`src/rtl/nyb_wr_asm_pkg.sv`:
```
package nyb_wr_asm_pkg;
  localparam int ADDR_W   = 3;
  localparam int NYB_W    = 4;
  localparam int N_REGS   = 4;
  localparam int BYTE_W   = 2 * NYB_W;
  localparam int RSYNC_BIT = 1;

  localparam logic [ADDR_W-1:0] CODE_SEL  = 3'b010;
  localparam logic [ADDR_W-1:0] CODE_BANK = 3'b100;
  localparam logic [ADDR_W-1:0] CODE_DSEL = 3'b101;
  localparam logic [ADDR_W-1:0] CODE_CTL  = 3'b110;

  // strobe index i is addressed by REG_CODES[i*ADDR_W +: ADDR_W]
  localparam logic [N_REGS*ADDR_W-1:0] REG_CODES = {CODE_CTL, CODE_DSEL, CODE_BANK, CODE_SEL};
  localparam int CTL_IDX = 3;
endpackage

```
`src/rtl/nyb_wr_decode.sv`:
```
module nyb_wr_decode
  import nyb_wr_asm_pkg::*;
(
  input  logic              wr_i,
  input  logic              io_en_ni,
  input  logic [ADDR_W-1:0] addr_i,
  input  logic              rsync_bit_i,
  output logic [N_REGS-1:0] hit_o,
  output logic              load_o,
  output logic              rsync_o
);
  logic              acc;
  logic [N_REGS-1:0] match;

  assign acc = wr_i & ~io_en_ni;

  for (genvar i = 0; i < N_REGS; i++) begin : g_match
    assign match[i] = (addr_i == REG_CODES[i*ADDR_W +: ADDR_W]);
  end

  always_comb begin
    hit_o   = acc ? match : '0;
    rsync_o = hit_o[CTL_IDX] & rsync_bit_i;
    load_o  = (|hit_o) & ~rsync_o;
  end
endmodule

```
`src/rtl/nyb_wr_steer.sv`:
```
module nyb_wr_steer
  import nyb_wr_asm_pkg::*;
(
  input  logic              clk_i,
  input  logic              rst_ni,
  input  logic              load_i,
  input  logic              rsync_i,
  input  logic [NYB_W-1:0]  nyb_i,
  output logic [BYTE_W-1:0] byte_o,
  output logic              pair_done_o
);
  logic hi_q;

  always_ff @(posedge clk_i or negedge rst_ni) begin
    if (!rst_ni)      hi_q <= 1'b0;
    else if (rsync_i) hi_q <= 1'b0;
    else if (load_i)  hi_q <= ~hi_q;
  end

  for (genvar h = 0; h < 2; h++) begin : g_half
    logic [NYB_W-1:0] half_q;
    logic             sel;
    assign sel = load_i & (hi_q == h[0]);
    always_ff @(posedge clk_i or negedge rst_ni) begin
      if (!rst_ni)  half_q <= '0;
      else if (sel) half_q <= nyb_i;
    end
    assign byte_o[h*NYB_W +: NYB_W] = half_q;
  end

  assign pair_done_o = load_i & hi_q;
endmodule

```
`src/rtl/nyb_wr_strobe.sv`:
```
module nyb_wr_strobe
  import nyb_wr_asm_pkg::*;
(
  input  logic              clk_i,
  input  logic              rst_ni,
  input  logic              fire_i,
  input  logic [N_REGS-1:0] hit_i,
  output logic [N_REGS-1:0] strobe_o
);
  for (genvar i = 0; i < N_REGS; i++) begin : g_stb
    logic stb_q;
    always_ff @(posedge clk_i or negedge rst_ni) begin
      if (!rst_ni) stb_q <= 1'b0;
      else         stb_q <= fire_i & hit_i[i];
    end
    assign strobe_o[i] = stb_q;
  end
endmodule

```
`src/rtl/nyb_wr_asm.sv`:
```
module nyb_wr_asm
  import nyb_wr_asm_pkg::*;
(
  input  logic              clk_i,
  input  logic              rst_ni,
  input  logic              wr_i,
  input  logic              io_en_ni,
  input  logic [ADDR_W-1:0] addr_i,
  input  logic [NYB_W-1:0]  nyb_i,
  output logic [BYTE_W-1:0] byte_o,
  output logic [N_REGS-1:0] wr_strobe_o
);
  logic [N_REGS-1:0] hit;
  logic              load, rsync, pair_done;

  nyb_wr_decode u_dec (
    .wr_i        (wr_i),
    .io_en_ni    (io_en_ni),
    .addr_i      (addr_i),
    .rsync_bit_i (nyb_i[RSYNC_BIT]),
    .hit_o       (hit),
    .load_o      (load),
    .rsync_o     (rsync)
  );

  nyb_wr_steer u_steer (
    .clk_i       (clk_i),
    .rst_ni      (rst_ni),
    .load_i      (load),
    .rsync_i     (rsync),
    .nyb_i       (nyb_i),
    .byte_o      (byte_o),
    .pair_done_o (pair_done)
  );

  nyb_wr_strobe u_stb (
    .clk_i    (clk_i),
    .rst_ni   (rst_ni),
    .fire_i   (pair_done),
    .hit_i    (hit),
    .strobe_o (wr_strobe_o)
  );
endmodule

```
`config.mk`:
```
export PLATFORM = sky130hd
export DESIGN_NAME = nyb_wr_asm
export DESIGN_NICKNAME = d
export VERILOG_FILES = /design/src/rtl/nyb_wr_asm_pkg.sv /design/src/rtl/nyb_wr_decode.sv /design/src/rtl/nyb_wr_steer.sv /design/src/rtl/nyb_wr_strobe.sv /design/src/rtl/nyb_wr_asm.sv
export SDC_FILE = /design/constraint.sdc
export NUM_CORES = 1
export LEC_CHECK = 0
export ABC_CLOCK_PERIOD_IN_PS = 2700
export BUFFER_PORTS_ARGS = -buffer_cell sky130_fd_sc_hd__buf_2
export CORE_AREA = 2 2 45 47
export DETAILED_ROUTE_END_ITERATION = 8
export DIE_AREA = 0 0 47 49
export HOLD_SLACK_MARGIN = 0.08
export PLACE_DENSITY = 0.6
export SYNTH_ARGS = -nofsm -noshare
export SYNTH_HDL_FRONTEND = slang
export SYNTH_SLANG_ARGS = --single-unit
```
`constraint.sdc`:
```
create_clock -name clk_i -period 2.7 [get_ports clk_i]
set_input_delay 0.54 -clock clk_i [delete_from_list [all_inputs] [get_ports clk_i]]
set_output_delay 0.54 -clock clk_i [all_outputs]
set_load 0.03 [all_outputs]
```
Yosys cells after proc, flatten, opt, wreduce, memory -nomap -nowiden
Cells that the tools add are included.
{ "op_classes": {"mux": 3, "n_reduce_logical": 2, "n_bitwise": 12, "eq_ne": 4} }
{ "op_table": {"columns": ["operator", "n"], "rows": [
  ["1-bit bitwise AND", 9],
  ["3-bit equality test (second input constant)", 3],
  ["4-bit two-way mux", 1],
  ["4-bit OR reduction", 1],
  ["3-bit by 2-bit equality test with 1-bit output (second input constant)", 1],
  ["1-bit NOT", 3],
  ["1-bit two-way mux", 2],
  ["2-bit nonzero test", 1]
]} }
{ "word_totals": {"word_cells": 28, "register_bits": 13, "input_bits": 11, "out_inout_bits": 12} }

Logic depth before layout (Yosys ltp)
Gate-level depths: netlist of run 1.
{ "depth": {"word_depth": 8, "mapped_depth": 3, "mapped_depth_nobuf": 3} }

Hierarchy
A second synthesis of run 1 with hierarchy kept.
{ "unflattened": {"hier_cells": 46, "hier_area_um2": 623.1} }
{ "by_module_without_submodules": {"columns": ["mod", "instances", "cells_per_inst", "seq_area_each_um2", "area_each_um2"], "rows": [
  ["nyb_wr_steer", 1, 22, 225.2, 385.4],
  ["nyb_wr_strobe", 1, 12, 100.1, 155.1],
  ["nyb_wr_decode", 1, 12, 0.0, 82.6]
]} }

Worst setup path after synthesis of run 1
Ideal clock, no wire load.
{ "synth_timing": {"path_kind": "input -> register", "from": "input addr_i[2]", "to": "register u_steer.g_half[0].half_q[0]", "arrival_ps": 1547, "n_path_buf": 0, "setup_ps": 125, "slack_ps": 1028, "path_stages": 3, "required_time_ps": 2575, "cell_sequence": "a21o_2 -> a2111oi_4 -> mux2_2"} }
{ "synth_via": {"elab_chain_cells": 6, "elab_cells_between_ends": 10, "classes_between": "eq/ne (4); mux (1); bitwise (4); reduce/logical (1)"} }
{ "synth_rtl": {"columns": ["element", "line", "source"], "rows": [
  ["start, declared", "nyb_wr_asm.sv:8", "input logic [ADDR_W-1:0] addr_i,"],
  ["3-bit equality test", "nyb_wr_decode.sv:18", "assign match[i] = (addr_i == REG_CODES[i*ADDR_W +: ADDR_W]);"],
  ["4-bit two-way mux *", "nyb_wr_decode.sv:22", "hit_o = acc ? match : '0;"],
  ["1-bit bitwise AND", "nyb_wr_decode.sv:23", "rsync_o = hit_o[CTL_IDX] & rsync_bit_i;"],
  ["1-bit NOT", "nyb_wr_decode.sv:24", "load_o = (|hit_o) & ~rsync_o;"],
  ["1-bit bitwise AND *", "nyb_wr_decode.sv:24", null],
  ["1-bit bitwise AND *", "nyb_wr_steer.sv:23", "assign sel = load_i & (hi_q == h[0]);"],
  ["end signal, assigned", "nyb_wr_steer.sv:26", "else if (sel) half_q <= nyb_i;"],
  ["end, declared", "nyb_wr_steer.sv:21", "logic [NYB_W-1:0] half_q;"]
]} }
Every way passes the cells marked *; elsewhere a longest branch is shown, timed or not.
A chain may end at the register's enable or synchronous reset.

Worst setup path in the final report of run 1
{ "layout_timing": {"from": "input addr_i[2]", "to": "register u_steer.g_half[0].half_q[1]"} }
Same word-level chain as after synthesis.

==> out/qor.yml, run 1 <==
sta:
  worst_slew_pin_slew_ns: 0.392
  min_period_ns: 1.58
  report.final.slew_viol_count: 0
  period_share_pct: 58.6
  fin_worst_skew_ns: 0.00296
  fin_tns_setup_ns: 0
  final-setup-viol-count: 0
  max_freq_ghz: 0.633
  hold_violations: 0
  max_slew_margin_pct: 73.9
  rsz0062_at_grt: "no"
logic_synthesis:
  synth_ff_type: "dfrtp_1"
  async_flop_share_pct: 100
  ys_warn_count: 0
  synth.top_cells.by_count: "dfrtp_1, mux2_2, buf_4"
  synth-compound-area-share_pct: 9.68
  yosys.area_share.adder_pct: 0
  synthCells: 44
  synth_top_area_cell: "dfrtp_1"
  synth_edf_count: 0
  syn_avg_cell_area_um2: 13.5
  yosysMostFrequentCell: "dfrtp_1"
  ys_seq_elements: 13
  yosysUniqueCellTypes: 20
  synth_top_family_by_area: "multiplexers"
  synth.net_count: 55
  synth_simple_gate_area_share_pct: 14.7
  synth_xor_xnor_area_share_pct: 0
  netlist_area_um2: 594
  synthMuxAreaShare_pct: 15.2
  synth_top_area_share_pct: 54.7
  synth.yosys.seq_area_share_pct: 54.7
  yosys-top-cells-area: "dfrtp_1, mux2_2, buf_4, a2111oi_4, a2111o_1"
pwr:
  power.density_mw_per_mm2: 893
  p_total_w: 0.000656
  ir_drop_mv: 0.387
  p_leak_nw: 0.346
floorplanning:
  die_w_um: 47
  fp.dieH_um: 49
  core_area_mm2: 0.00184
  initial_core_util_pct: 32.3
  ioPinCount: 23
  die_area_mm2: 0.00230
  std_cell_rows: 16
drt:
  num_vias: 417
  drt_iter0_drc: 3
  drc: 0
  ant_nets: 0
  viasPerCell: 4.48
  drtPass1Iterations: 3
  wl_per_cell_um: 11.0
  routed_wl_um: 1020
global_route:
  grt_max_degree: 14
  grt.total_usage_pct: 10.2
  grt_pass1_wl_um: 1630
  grt-ovfl-total: 0
  grt_pass1_vias: 375
  antenna_found_initial: 0
worst_setup_path:
  crit_arrival_ns: 1.75
  cp_max_fo: 5
  worstSetupPathType: "in -> reg"
  critPathRequiredTime_ns: 2.87
  cp-end-kind: "flip-flop"
  cp-start-kind: "input port"
run_status:
  outcome: "completed"
clock_tree:
  holdBufCountCts: 0
  cts-resized-gates: 0
  clock_sinks: 13
  clockRootBuffer: "clkbuf_4"
  cts_tree: "done"
  clk_path_buf_depth: 2
  numCtsBuffers: 3
  cts_max_level: 1
  clkTransAtPathRegs_ns: 0.08
  cts_setup_buffers: 0
  worstSkewPairLatency_ns: 0.28
placement:
  dp.final_hpwl_um: 794
  place_congestion: 0.726
  io_buffer_count: 22
final_layout:
  finalNetCount: 78
  antennaDiodeCount: 0
  final_layout_size_suffix_gt1_share_pct: 54.5
  syn_to_final_growth_pct: 23.6
min_path:
  min_path_type: "in -> async"
flow_run:
  max-cap-violations: 0
critical path, stage by stage:
cell and delay (ns):
buf_2 0.13, a21o_2 0.24, a2111oi_4 0.46, mux2_2 0.38
power breakdown:
part	internal (W)	leakage [nW]	switching [W]
clock network	0.0000574	0.0150	0.0000643
registers	0.000251	0.164	0.0000302
logic	0.0000914	0.168	0.000162
final timing paths:
path                                             start                          end  slack, ns  cells past startpoint
max in group asynchronous                       rst_ni         u_stb.g_stb[2].stb_q       2.35                      1
min in group clk_i                            nyb_i[1]         u_stb.g_stb[3].stb_q       0.48                      2
hold / removal                                  rst_ni  u_steer.g_half[0].half_q[0]       0.13                      1
setup / recovery                             addr_i[2]  u_steer.g_half[0].half_q[1]       1.12                      4
hold reg to reg            u_steer.g_half[1].half_q[1]  u_steer.g_half[1].half_q[1]       0.50                      1
setup reg to reg                          u_steer.hi_q  u_steer.g_half[1].half_q[2]       1.30                      3
cells in the final DEF (no fill, tap or decap), types with 2 or more instances in the layout:
cell      netlist  layout
clkbuf_4        0       3
nor3_1          2       2
mux2_2          8       8
buf_2           0      22
dfrtp_1        13      13
o21ai_0         2       2
through the flow:
stage                     worst slack [ns]  std cells  hold slack [ns]  util, %  area, µm²
after floorplan                       1.03         44            0.244        -        594
after global placement               0.834         89            0.435     38.5        708
after detailed placement             0.827         89            0.437     38.5        708
after CTS                             1.12         93            0.131     39.9        734
after global routing                  1.10         93            0.141     39.9        734
final                                 1.12         93            0.126     39.9        734
area by class of cell:
type,instances,area (µm²)
clock buffers,4,26.3
fillers,196,1110
inverters,1,3.75
multi-input cells,26,235
flip-flops and latches,13,325
well taps,27,33.8
repair buffers,22,110
kinds of logic after synthesis:
group                  Yosys count
buffers and inverters            5
flip-flops                      13
AO/OA/AOI/OAI                    5
multiplexers                     8
AND/OR/NAND/NOR                 13
per-layer routing:
metal | vias up | global-route usage, % | wire length, µm
met2 | 12 | 15.1 | 542
met5 | - | 0 | 0
li1 | 202 | - | -
met4 | 0 | 8.33 | 28
met3 | 3 | 2.22 | 37
met1 | 200 | 11.9 | 413
state kept, by name, indices dropped and copies added, names as in the netlist:
name / count
u_stb.g_stb.stb_q: 4
u_steer.g_half.half_q: 8
u_steer.hi_q: 1
(Power assumes the default switching activity.)
==> inputs of run 2 (changes only) <==
--- a/config.mk
+++ b/config.mk
@@ -5,13 +5,14 @@
 export SDC_FILE = /design/constraint.sdc
 export NUM_CORES = 1
 export LEC_CHECK = 0
-export ABC_CLOCK_PERIOD_IN_PS = 2700
+export ABC_AREA = 1
+export ABC_CLOCK_PERIOD_IN_PS = 1500
 export BUFFER_PORTS_ARGS = -buffer_cell sky130_fd_sc_hd__buf_2
-export CORE_AREA = 2 2 45 47
+export CORE_AREA = 2 2 46 48
 export DETAILED_ROUTE_END_ITERATION = 8
-export DIE_AREA = 0 0 47 49
+export DIE_AREA = 0 0 48 50
 export HOLD_SLACK_MARGIN = 0.08
-export PLACE_DENSITY = 0.6
+export PLACE_DENSITY = 0.59
 export SYNTH_ARGS = -nofsm -noshare
 export SYNTH_HDL_FRONTEND = slang
 export SYNTH_SLANG_ARGS = --single-unit
==> constraint.sdc (replaced) <==
create_clock -name clk_i -period 1.5 [get_ports clk_i]
set_input_delay 0.3 -clock clk_i [delete_from_list [all_inputs] [get_ports clk_i]]
set_output_delay 0.3 -clock clk_i [all_outputs]
set_load 0.03 [all_outputs]
==> run 2 against run 1 <==
Compared with the run above:
- combinational power grew 76%
- wire length grew 8.2%
- sequential cell count is the same
- critical path type is now reg -> out
- largest cell class unchanged
==> out/qor.yml, run 2 <==
global_route:
  grt.total_usage_pct: 11.1
  grt_pass1_vias: 501
  antenna_found_initial: 0
  grt_pass1_wl_um: 1940
  grt_max_degree: 14
  grt-ovfl-total: 0
logic_synthesis:
  synth_ff_type: "dfrtp_1"
  synth.top_cells.by_count: "nand2_1, dfrtp_1, nand4_1"
  syn_avg_cell_area_um2: 8.88
  ys_warn_count: 0
  synthCells: 70
  yosysUniqueCellTypes: 13
  async_flop_share_pct: 100
  yosys-top-cells-area: "dfrtp_1, nand2_1, nand4_1, buf_4, inv_1"
  netlist_area_um2: 622
  synth.yosys.seq_area_share_pct: 52.3
  synth.net_count: 81
  yosysMostFrequentCell: "nand2_1"
  synth_edf_count: 0
  ys_seq_elements: 13
  synth_top_area_cell: "dfrtp_1"
  synth_top_area_share_pct: 52.3
worst_setup_path:
  cp.buffers_inverters: 1
  rr_worst_depth: 4
  critPathRequiredTime_ns: 1.20
  cp-end-kind: "primary output"
  cp_max_fo: 2
  critical_path.top_delay_family: "flip-flops"
  worstSetupPathType: "reg -> out"
  slowest_stage: "dfrtp_1"
  cpPeakStageDelay_ns: 0.38
  worstReg2RegStart: "u_steer.hi_q"
  crit_arrival_ns: 0.84
  cp-start-kind: "flip-flop"
  timing.rr.end: "u_steer.g_half[0].half_q[3]"
  worstPathCellList: "buf_2"
  r2r_setup_slack_ns: 0.47
sta:
  fin_tns_setup_ns: 0
  final-setup-viol-count: 0
  max_freq_ghz: 0.878
  fin_worst_skew_ns: 0.00720
  worst_slew_pin_slew_ns: 0.376
  hold_violations: 0
  report.final.slew_viol_count: 0
  finalWorstSetupSlack_ns: 0.362
  period_share_pct: 75.9
  rsz0062_at_grt: "no"
  min_period_ns: 1.14
  max_slew_margin_pct: 74.8
placement:
  pre_cts_slack_ns: 0.158
  place_congestion: 0.733
  dp.final_hpwl_um: 839
  io_buffer_count: 22
clock_tree:
  numCtsBuffers: 3
  clockRootBuffer: "clkbuf_4"
  clkTransAtPathRegs_ns: 0.08
  clock_sinks: 13
  cts_tree: "done"
  cts_max_level: 1
  clk_path_buf_depth: 2
  worstSkewPairLatency_ns: 0.28
drt:
  viasPerCell: 4.19
  wl_per_cell_um: 9.36
  drt_iter0_drc: 4
  drtPass1Iterations: 4
  ant_nets: 0
  routed_wl_um: 1110
  drc: 0
  num_vias: 495
final_layout:
  largest-register: "u_steer.g_half.half_q"
  largest_register_ffs: 8
  n_fill_cell: 194
  finalNetCount: 103
  antennaDiodeCount: 0
  largest_registers: "u_steer.g_half.half_q (8), u_stb.g_stb.stb_q (4), u_steer.hi_q (1)"
  final_layout_size_suffix_gt1_share_pct: 33.0
  multiInputGateArea_um2: 214
  seqCellArea_um2: 325
  final_cell_mix: "nand2_1, buf_2, dfrtp_1"
  syn_to_final_growth_pct: 20.5
floorplanning:
  die_w_um: 48
  std_cell_rows: 16
  die_area_mm2: 0.00240
  ioPinCount: 23
  fp.dieH_um: 50
  initial_core_util_pct: 32.7
  core_area_mm2: 0.00190
min_path:
  min_path_type: "in -> reg"
  hold-path-cell-count: 2
  hold_end: "u_stb.g_stb[0].stb_q"
  min_from: "addr_i[2]"
run_status:
  outcome: "completed"
pwr:
  power.density_mw_per_mm2: 1560
  ir_drop_mv: 0.748
  p_leak_nw: 0.430
flow_run:
  max-cap-violations: 0
run 2: repair_timing:
action                                 4_1_cts  5_1_grt
hold buffers                                 1        0
setup buffers                                0        0
resized for setup                            0        0
endpoints found under the hold margin       13        0
run 2: final cells by class:
| cell class | count | area share, % |
|---|---|---|
| flip-flops and latches | 13 | 43.4 |
| multi-input cells | 43 | 28.5 |
| repair buffers | 23 | 16.0 |
| well taps | 27 | 4.51 |
| inverters | 8 | 4.01 |
| clock buffers | 4 | 3.51 |
run 2: cells by family after synthesis:
kind of cell | share of synthesized area, %
and+or+nand+nor | 33.6
buffers and inverters | 13.3
DFF | 52.3
AOI/OAI and AO/OA | 0.804
run 2: per-layer routing:
layer | track usage (%) | routed length [µm]
met3 | 4.40 | 34
met1 | 12.8 | 502
met2 | 18.4 | 551
met4 | 2.70 | 17
met5 | 0 | 0
run 2: per-stage QoR:
| step | total power (W) | hold slack [ns] | instances | util, % | instance area (µm²) |
|---|---|---|---|---|---|
| final | 0.00117 | 0.215 | 118 | 39.4 | 749 |
| after global routing | 0.00126 | 0.226 | 118 | 39.4 | 749 |
| after CTS | 0.00118 | 0.216 | 118 | 39.4 | 749 |
| after detailed placement | 0.000969 | 0.202 | 113 | 37.5 | 713 |
| after global placement | 0.000970 | 0.195 | 113 | 37.5 | 713 |
| after floorplan | 0.000825 | 0.00441 | 70 | - | 622 |
run 2: worst max path at each step:
stage,from,endpoint,slack [ns],cells after the start
6_report,u_steer.g_half[0].half_q[2],byte_o[2],0.36,1
5_1_grt,u_steer.g_half[0].half_q[1],byte_o[1],0.31,1
4_1_cts,u_steer.g_half[1].half_q[1],byte_o[5],0.35,1
3_5_place_dp,addr_i[0],u_steer.g_half[1].half_q[3],0.16,8
3_3_place_gp,addr_i[0],u_steer.g_half[1].half_q[1],0.20,8
2_1_floorplan,addr_i[0],u_steer.hi_q,0.50,7
run 2: power by group:
group	internal (W)	switching (W)	leakage, nW
clock	0.000103	0.000108	0.0150
sequential	0.000453	0.0000626	0.168
combinational	0.000123	0.000322	0.247
